## src/rtl/txfc_pkg.sv

```systemverilog
`timescale 1ns/1ps
package txfc_pkg;

  localparam int NUM_CLASS = 3;
  localparam int NUM_TYPES = 2 * NUM_CLASS;

  typedef enum logic [1:0] {
    TC_POSTED    = 2'd0,
    TC_NONPOSTED = 2'd1,
    TC_COMPL     = 2'd2,
    TC_RSVD      = 2'd3
  } tclass_e;

  // Bit position of a class's header and data type in the six-bit vectors.
  function automatic int hdr_bit(input int cls);
    return NUM_TYPES - 1 - 2 * cls;
  endfunction

  function automatic int dat_bit(input int cls);
    return NUM_TYPES - 2 - 2 * cls;
  endfunction

endpackage

```

## src/rtl/txfc_demand.sv

```systemverilog
`timescale 1ns/1ps
// Turns a request (class, byte length) into per-pool credit demand.
module txfc_demand
  import txfc_pkg::*;
#(
  parameter int LEN_W = 13,
  parameter int DAT_W = 12
) (
  input  logic [1:0]       cls,
  input  logic [LEN_W-1:0] len,
  output logic             cls_valid,
  output logic [NUM_CLASS-1:0] hdr_need,
  output logic [DAT_W-1:0] dat_need [NUM_CLASS]
);

  localparam int CRED_W = LEN_W - 3;

  logic [LEN_W:0]    rounded;
  logic [CRED_W-1:0] credits;

  always_comb begin
    rounded = {1'b0, len} + (LEN_W+1)'(15);
    credits = rounded[LEN_W:4];
  end

  assign cls_valid = (tclass_e'(cls) != TC_RSVD);

  for (genvar c = 0; c < NUM_CLASS; c++) begin : g_cls
    logic sel;
    assign sel         = (cls == 2'(c));
    assign hdr_need[c] = sel;
    assign dat_need[c] = sel ? DAT_W'(credits) : '0;
  end

endmodule

```

## src/rtl/txfc_pool.sv

```systemverilog
`timescale 1ns/1ps
// One credit pool: modular consumed counter, room check and consumption pulse.
module txfc_pool #(
  parameter int W = 8
) (
  input  logic         clk,
  input  logic         rst_n,
  input  logic [W-1:0] limit,
  input  logic         unlimited,
  input  logic [W-1:0] need,
  input  logic         take,
  output logic         ok,
  output logic [W-1:0] count,
  output logic         pulse
);

  logic [W-1:0] cnt_q, cnt_d;
  logic         pulse_q, pulse_d;
  logic [W-1:0] room;
  logic         en;

  assign room = limit - cnt_q;
  assign ok   = unlimited | (room >= need);
  assign en   = take & (|need);

  always_comb begin
    cnt_d   = cnt_q;
    pulse_d = 1'b0;
    if (en) begin
      cnt_d   = cnt_q + need;
      pulse_d = 1'b1;
    end
  end

  always_ff @(posedge clk or negedge rst_n) begin
    if (!rst_n) begin
      cnt_q   <= '0;
      pulse_q <= 1'b0;
    end else begin
      cnt_q   <= cnt_d;
      pulse_q <= pulse_d;
    end
  end

  assign count = cnt_q;
  assign pulse = pulse_q;

  // Admission from the top must never overdraw a bounded pool.
  p_no_overdraw_r5: assert property (@(posedge clk) disable iff (!rst_n)
    (en && !unlimited) |-> ((limit - cnt_q) >= need));

  // A use shows up as a one-cycle pulse and the exact counter step.
  p_pulse_follows_r2: assert property (@(posedge clk) disable iff (!rst_n)
    en |=> (pulse && (count == $past(cnt_q + need))));

  // Without a use, the counter holds.
  p_idle_holds_r7: assert property (@(posedge clk) disable iff (!rst_n)
    !en |=> $stable(count));

endmodule

```

## src/rtl/txfc_credit_tracker.sv

```systemverilog
`timescale 1ns/1ps
module txfc_credit_tracker
  import txfc_pkg::*;
#(
  parameter int HDR_W = 8,
  parameter int DAT_W = 12,
  parameter int LEN_W = 13
) (
  input  logic             clk,
  input  logic             rst_n,
  input  logic             req_valid,
  output logic             req_ready,
  input  logic [1:0]       req_class,
  input  logic [LEN_W-1:0] req_len,
  input  logic [HDR_W-1:0] lim_hdr_posted,
  input  logic [DAT_W-1:0] lim_dat_posted,
  input  logic [HDR_W-1:0] lim_hdr_nonposted,
  input  logic [DAT_W-1:0] lim_dat_nonposted,
  input  logic [HDR_W-1:0] lim_hdr_compl,
  input  logic [DAT_W-1:0] lim_dat_compl,
  input  logic [5:0]       inf_mask,
  output logic [5:0]       consumed,
  output logic [HDR_W-1:0] used_hdr_posted,
  output logic [DAT_W-1:0] used_dat_posted,
  output logic [HDR_W-1:0] used_hdr_nonposted,
  output logic [DAT_W-1:0] used_dat_nonposted,
  output logic [HDR_W-1:0] used_hdr_compl,
  output logic [DAT_W-1:0] used_dat_compl
);

  logic                 cls_valid;
  logic [NUM_CLASS-1:0] hdr_need;
  logic [DAT_W-1:0]     dat_need [NUM_CLASS];
  logic [HDR_W-1:0]     lim_h    [NUM_CLASS];
  logic [DAT_W-1:0]     lim_d    [NUM_CLASS];
  logic [HDR_W-1:0]     cnt_h    [NUM_CLASS];
  logic [DAT_W-1:0]     cnt_d    [NUM_CLASS];
  logic [NUM_CLASS-1:0] ok_h, ok_d, pls_h, pls_d;
  logic                 accept;

  assign lim_h[0] = lim_hdr_posted;
  assign lim_h[1] = lim_hdr_nonposted;
  assign lim_h[2] = lim_hdr_compl;
  assign lim_d[0] = lim_dat_posted;
  assign lim_d[1] = lim_dat_nonposted;
  assign lim_d[2] = lim_dat_compl;

  txfc_demand #(.LEN_W(LEN_W), .DAT_W(DAT_W)) u_demand (
    .cls       (req_class),
    .len       (req_len),
    .cls_valid (cls_valid),
    .hdr_need  (hdr_need),
    .dat_need  (dat_need)
  );

  for (genvar c = 0; c < NUM_CLASS; c++) begin : g_pool
    txfc_pool #(.W(HDR_W)) u_hdr (
      .clk       (clk),
      .rst_n     (rst_n),
      .limit     (lim_h[c]),
      .unlimited (inf_mask[hdr_bit(c)]),
      .need      ({{(HDR_W-1){1'b0}}, hdr_need[c]}),
      .take      (accept),
      .ok        (ok_h[c]),
      .count     (cnt_h[c]),
      .pulse     (pls_h[c])
    );
    txfc_pool #(.W(DAT_W)) u_dat (
      .clk       (clk),
      .rst_n     (rst_n),
      .limit     (lim_d[c]),
      .unlimited (inf_mask[dat_bit(c)]),
      .need      (dat_need[c]),
      .take      (accept),
      .ok        (ok_d[c]),
      .count     (cnt_d[c]),
      .pulse     (pls_d[c])
    );
  end

  // Pools of unselected classes see zero demand, so they always report ok.
  assign req_ready = cls_valid & (&ok_h) & (&ok_d);
  assign accept    = req_valid & req_ready;

  always_comb begin
    consumed = '0;
    for (int c = 0; c < NUM_CLASS; c++) begin
      consumed[hdr_bit(c)] = pls_h[c];
      consumed[dat_bit(c)] = pls_d[c];
    end
  end

  assign used_hdr_posted    = cnt_h[0];
  assign used_hdr_nonposted = cnt_h[1];
  assign used_hdr_compl     = cnt_h[2];
  assign used_dat_posted    = cnt_d[0];
  assign used_dat_nonposted = cnt_d[1];
  assign used_dat_compl     = cnt_d[2];

  // Data credit never goes out without a header of the same class; at most one class per cycle.
  p_class_pair_r3: assert property (@(posedge clk) disable iff (!rst_n)
    (((consumed[4] & !consumed[5]) | (consumed[2] & !consumed[3]) |
      (consumed[0] & !consumed[1])) == 1'b0) && ($countones(consumed) <= 2));

  p_rsvd_never_ready_r9: assert property (@(posedge clk) disable iff (!rst_n)
    (req_class == 2'd3) |-> !req_ready);

  p_refused_quiet_r7: assert property (@(posedge clk) disable iff (!rst_n)
    (req_valid && !req_ready) |=> (consumed == 6'd0));

endmodule

```

## config.mk

```make
export PLATFORM = sky130hd
export DESIGN_NAME = txfc_credit_tracker
export DESIGN_NICKNAME = d
export VERILOG_FILES = /design/src/rtl/txfc_pkg.sv /design/src/rtl/txfc_demand.sv /design/src/rtl/txfc_pool.sv /design/src/rtl/txfc_credit_tracker.sv
export SDC_FILE = /design/constraint.sdc
export NUM_CORES = 1
export LEC_CHECK = 0
export BUFFER_PORTS_ARGS = -buffer_cell sky130_fd_sc_hd__buf_2
export CORE_MARGIN = 2
export CORE_UTILIZATION = 52
export CTS_CLUSTER_DIAMETER = 80
export DETAILED_ROUTE_END_ITERATION = 10
export PLACE_DENSITY = 0.83
export SLEW_MARGIN = 20
export SYNTH_ARGS = -nofsm -noshare
export SYNTH_HDL_FRONTEND = slang
export SYNTH_SLANG_ARGS = --single-unit
```

## constraint.sdc

```tcl
create_clock -name clk -period 5.1 [get_ports clk]
set_clock_uncertainty 0.05 [all_clocks]
set_input_delay 1.02 -clock clk [delete_from_list [all_inputs] [get_ports clk]]
set_output_delay 1.02 -clock clk [all_outputs]
set_load 0.005 [all_outputs]
```

==> flow_results.org <==
** Power
- The share of total power dissipated in sequential elements is 0.190.
- Post-route total power :: around 4500 uW
- The worst-case IR drop observed on VDD is just over 0.0003 V.
- Sw Share :: 0.433
- Power density relative to cell area :: 490 nW/um2
- Proportion of power drawn by the clock network :: 0.168
- The analysis attributes to net switching a power of 1950 uW.
- Proportion of power drawn by combinational gates :: 0.642
- Leakage power of the design :: roughly 0.0048 uW
- The internal portion of the total power is 2550 uW.

** Clock tree
- For this design, the sink count on the clock tree is 66.
- The number of hold buffers added after CTS was 0.
- Clock H-tree levels :: 3
- The tree is rooted in a sky130_fd_sc_hd__clkbuf_16.
- The later pin in the worst-skew pair is clocked with a latency of around 340 ps.
- After clock tree synthesis, the clock-pin slew on the worst setup and hold paths is around 60 ps.
- TritonCTS built the clock tree.
- Num CTS Buffers :: 9
- Maximum count of clock buffers along a single path :: 2

** Detailed routing
- In the detailed route, the total length drawn on met2 is a little over 9000 um.
- Sum of routed wire length over all layers :: just under 20000 um
- Summing over every cut layer, the via total after detailed routing is 7110.
- For this block, wires on met1 add up to 8500 um.
- After the first detailed-routing iteration, the DRC count stood at roughly 400.
- Detailed routing placed a total of roughly 1100 um of wire on met3.
- In the routed design, unresolved DRC markers number 0.
- Number of nets with antenna violations after detailed routing :: 0
- Signal routing reaches up to met4.
- Post-detailed-route via-to-cell ratio :: ~5.6
- First-pass detailed-route iteration total :: 5
- In the final routed layout, each cell accounts on average for about 15 um.

** GRT
- Via count of the first global-routing pass :: roughly 6900
- Grt total ovfl :: 0
- Total global-route track usage :: 0.264
- Entering global routing, the biggest net connects 67 pins.
- The initial antenna violation count was 2.
- First-pass GRT wire length :: 31900 um

** Cells and area
- Number of nets in the layout :: approximately 1300
- Fill cell instance count of the final layout :: roughly 1200
- Summing all non-filler instances in the final layout gives an area of ~9000 um2.
- Of the cells placed in the final design, the portion with a size suffix greater than 1 is 0.231.
- Area delta synth->final :: 24.2%

** Worst setup path
- Slowest cell delay on critical path :: about 510 ps
- Buffer and inverter count on the worst path :: 4
- Data arrives at the worst endpoint at 4360 ps.
- On the critical path the largest part of the delay comes from simple AND/OR/NAND/NOR gates.
- STA classifies the critical path endpoint as an output port.
- Number of gates on the worst path with buffers counted :: 20
- The signal on the critical path passes through buf_6, inv_4, ha_4, inv_4, fa_2, a21oi_4, o21ai_2, o21a_1, nor2_2, o21ai_1, a21oi_1, xnor2_1, ha_1, nand4_1, or3_1, o22ai_1, nor4_1, or4_1, nor2_2, buf_2.
- The worst register-to-register path has a depth of 21.
- Startpoint class of the critical path :: input pin
- Of all nets on the critical path, the largest fanout is 2.
- Setup CP Type :: input pin to output port
- On the critical path, the stage with the largest delay is an instance of sky130_fd_sc_hd__or4_1.
- At the worst endpoint, the required time is 4030 ps.

** Floorplan
- Area inside the core boundary :: between 10000 and 15000 um2
- In this run the horizontal extent of the chip is around 120 um.
- The die covers ~15000 um2.
- After floorplanning, the core was divided into between 40 and 50 placement rows.
- During I/O placement, the number of pins put on the boundary was about 150.
- Initial core utilization :: 0.533
- From bottom edge to top edge, the die measures between 100 and 150 um.

** STA
- The worst pin sits at a relative slew slack of 0.406.
- Setup repair after global routing missed its margin :: true
- Clock period minus worst slack :: about 5400 ps
- For the pin with the worst max-slew slack, the measured transition is roughly 900 ps.
- Timing-limited maximum frequency :: between 150 and 200 MHz
- The number of hold violations in the final report came to 0.
- Of the available clock period, the critical path in the final layout requires 1.06.
- The number of slew-limit violations in the final report is 0.
- Once routing completed, OpenROAD measured the worst setup slack at -326 ps.
- Setup violations remaining at the end of the flow were counted as 1.

** Yosys
- Cell variety after synth :: 56
- By area the synthesized netlist is led by sky130_fd_sc_hd__dfrtp_1 22%, sky130_fd_sc_hd__ha_1 21%, sky130_fd_sc_hd__xnor2_1 7.3%.
- The commonest cells after synthesis are 123 x sky130_fd_sc_hd__ha_1, 108 x sky130_fd_sc_hd__inv_1, 89 x sky130_fd_sc_hd__nand2_1, 66 x sky130_fd_sc_hd__dfrtp_1, 62 x sky130_fd_sc_hd__xnor2_1.
- After synthesis, the mean cell area works out to roughly 8.3 um2.
- Synth Flop Type :: sky130_fd_sc_hd__dfrtp_1
- Post-synth EDFFs :: 0
- Syn Std Cell Area :: approximately 7400 um2
- Yosys instantiated no cell more often than sky130_fd_sc_hd__ha_1.
- The share of synthesized area in the top cell type comes to 0.223.
- Gate Count Post-Synth :: about 900
- Async SR Flop Fraction :: 1.00
- The Yosys step of the flow raised 0 warnings.
- In this run, synthesis produced a sequential element count of 66.
- Cell accounting for the most synthesized area :: sky130_fd_sc_hd__dfrtp_1
- When the netlist entered floorplanning its net count stood at 1105.
- The share of the Yosys chip area taken by registers is 0.223.

** Run status
- Failing checks :: negative setup slack
- The run finished, with violations left.

** Place
- In this run the tool buffered the top-level ports with 150 buffer cells.
- Instance area after placement :: slightly below 9000 um2
- At the end of routability-driven placement, the weighted congestion stood at around 0.91.
- HPWL reported at the end of detailed placement :: 15200 um

** Flow run
- The tool flagged a number of max-cap violations equal to 0.

** Hold path
- Hold crit path type :: flip-flop to flip-flop
- Along the worst hold path, the cell count comes to 1.
-- cell type report --
type                       count  area [um2]  area share
tap                          180         225      0.0245
clock inverter                 6         113      0.0123
sequential                    66        1650       0.180
antenna                        2        5.00    0.000545
timing repair buffer         206        1200       0.131
inverter                     110         418      0.0455
multi-input combinational    698        5330       0.580
clock buffer                  10         239      0.0260
-- power by group through the flow --
stage               Sequential (uW)  Clock [uW]  Combinational [uW]
floorplan                       841           0                1910
global placement                850           0                2590
detailed placement              858           0                2700
CTS                             852         765                2810
global route                    880         787                3260
finish                          854         759                2890
-- timing repair --
item / 4_1_cts / 5_1_grt
resized for setup: 11 / 9
setup buffers: 5 / 2
setup endpoints to repair: 1 / 3
pin swaps: 18 / 19
endpoints found under the hold margin: 0 / 0
-- worst paths after layout --
| kind | startpoint | endpoint | slack (ps) |
|---|---|---|---|
| worst min register to register | g_pool[1].u_hdr.count[4] | g_pool[1].u_hdr.count[4] | 440 |
| min in group asynchronous | rst_n | g_pool[1].u_dat.count[2] | 750 |
| worst max-delay path | lim_dat_nonposted[0] | req_ready | -330 |
| worst max register to register | g_pool[1].u_dat.count[1] | g_pool[2].u_dat.count[11] | 360 |
| max in group asynchronous | rst_n | g_pool[0].u_hdr.count[5] | 3660 |
| worst min-delay path | g_pool[1].u_hdr.count[4] | g_pool[1].u_hdr.count[4] | 440 |
-- cells by family (layout without fill, tap and decap cells) --
kind of cell    count (synthesis)  count (layout)  synth area share
compound gates                214             214             0.183
other cells                     0               2                 0
buf+inv                       125             332            0.0680
xor+xnor                       87              87             0.103
mux                            17              17            0.0242
flops                          66              66             0.223
simple gates                  248             248             0.166
fa+ha+maj                     132             132             0.232
-- through the flow --
| step | std cells | util | setup TNS [ps] | setup WS [ps] | hold WS [ps] |
|---|---|---|---|---|---|
| after floorplan | 889 | - | 0 | 5.07 | 438 |
| after global placement | 1253 | 0.626 | -348 | -251 | 428 |
| after detailed placement | 1253 | 0.626 | -2390 | -335 | 439 |
| after CTS | 1274 | 0.658 | -232 | -232 | 447 |
| after global routing | 1278 | 0.662 | -443 | -443 | 477 |
| final | 1278 | 0.662 | -326 | -326 | 439 |
-- routing by layer --
layer,global-route usage,up-vias
met5,0,-
met4,0.104,0
met3,0.0327,42
met2,0.442,242
met1,0.346,3291
li1,-,3535
-- sequential cells by signal, indices dropped and copies added (netlist names) --
| signal | flops |
|---|---|
| g_pool.u_dat.count | 36 |
| g_pool.u_dat.pulse | 3 |
| g_pool.u_hdr.pulse | 3 |
| g_pool.u_hdr.count | 24 |
-- layout by cell type, fill, tap and decap left out, types with 4 or more instances in the layout --
cell / synthesis / final
sky130_fd_sc_hd__buf_2: 3 / 147
sky130_fd_sc_hd__ha_1: 123 / 120
sky130_fd_sc_hd__inv_1: 108 / 106
sky130_fd_sc_hd__nand2_1: 89 / 89
sky130_fd_sc_hd__dfrtp_1: 66 / 66
sky130_fd_sc_hd__xnor2_1: 62 / 62
sky130_fd_sc_hd__o21ai_0: 61 / 59
sky130_fd_sc_hd__buf_4: 6 / 55
sky130_fd_sc_hd__a21oi_1: 49 / 47
sky130_fd_sc_hd__nor2_1: 44 / 42
sky130_fd_sc_hd__a21o_1: 26 / 26
sky130_fd_sc_hd__xor2_1: 25 / 25
sky130_fd_sc_hd__nand4_1: 18 / 18
sky130_fd_sc_hd__nand2b_1: 17 / 17
sky130_fd_sc_hd__nand3_1: 15 / 15
sky130_fd_sc_hd__o21a_1: 14 / 14
sky130_fd_sc_hd__nor2b_1: 14 / 13
sky130_fd_sc_hd__nor3_1: 16 / 13
sky130_fd_sc_hd__mux2i_1: 10 / 10
sky130_fd_sc_hd__o211ai_1: 9 / 9
sky130_fd_sc_hd__clkbuf_16: 0 / 9
sky130_fd_sc_hd__a211oi_1: 8 / 8
sky130_fd_sc_hd__fa_1: 9 / 8
sky130_fd_sc_hd__and3_1: 7 / 7
sky130_fd_sc_hd__or3_1: 7 / 7
sky130_fd_sc_hd__mux2_2: 7 / 7
sky130_fd_sc_hd__a31oi_1: 6 / 6
sky130_fd_sc_hd__nor4_1: 6 / 6
sky130_fd_sc_hd__or2_2: 5 / 5
sky130_fd_sc_hd__o31ai_1: 4 / 4
sky130_fd_sc_hd__o21ai_1: 3 / 4
sky130_fd_sc_hd__nor4b_1: 4 / 4
sky130_fd_sc_hd__a2111oi_0: 5 / 4
Note: power is estimated with default switching activity, not from simulation.
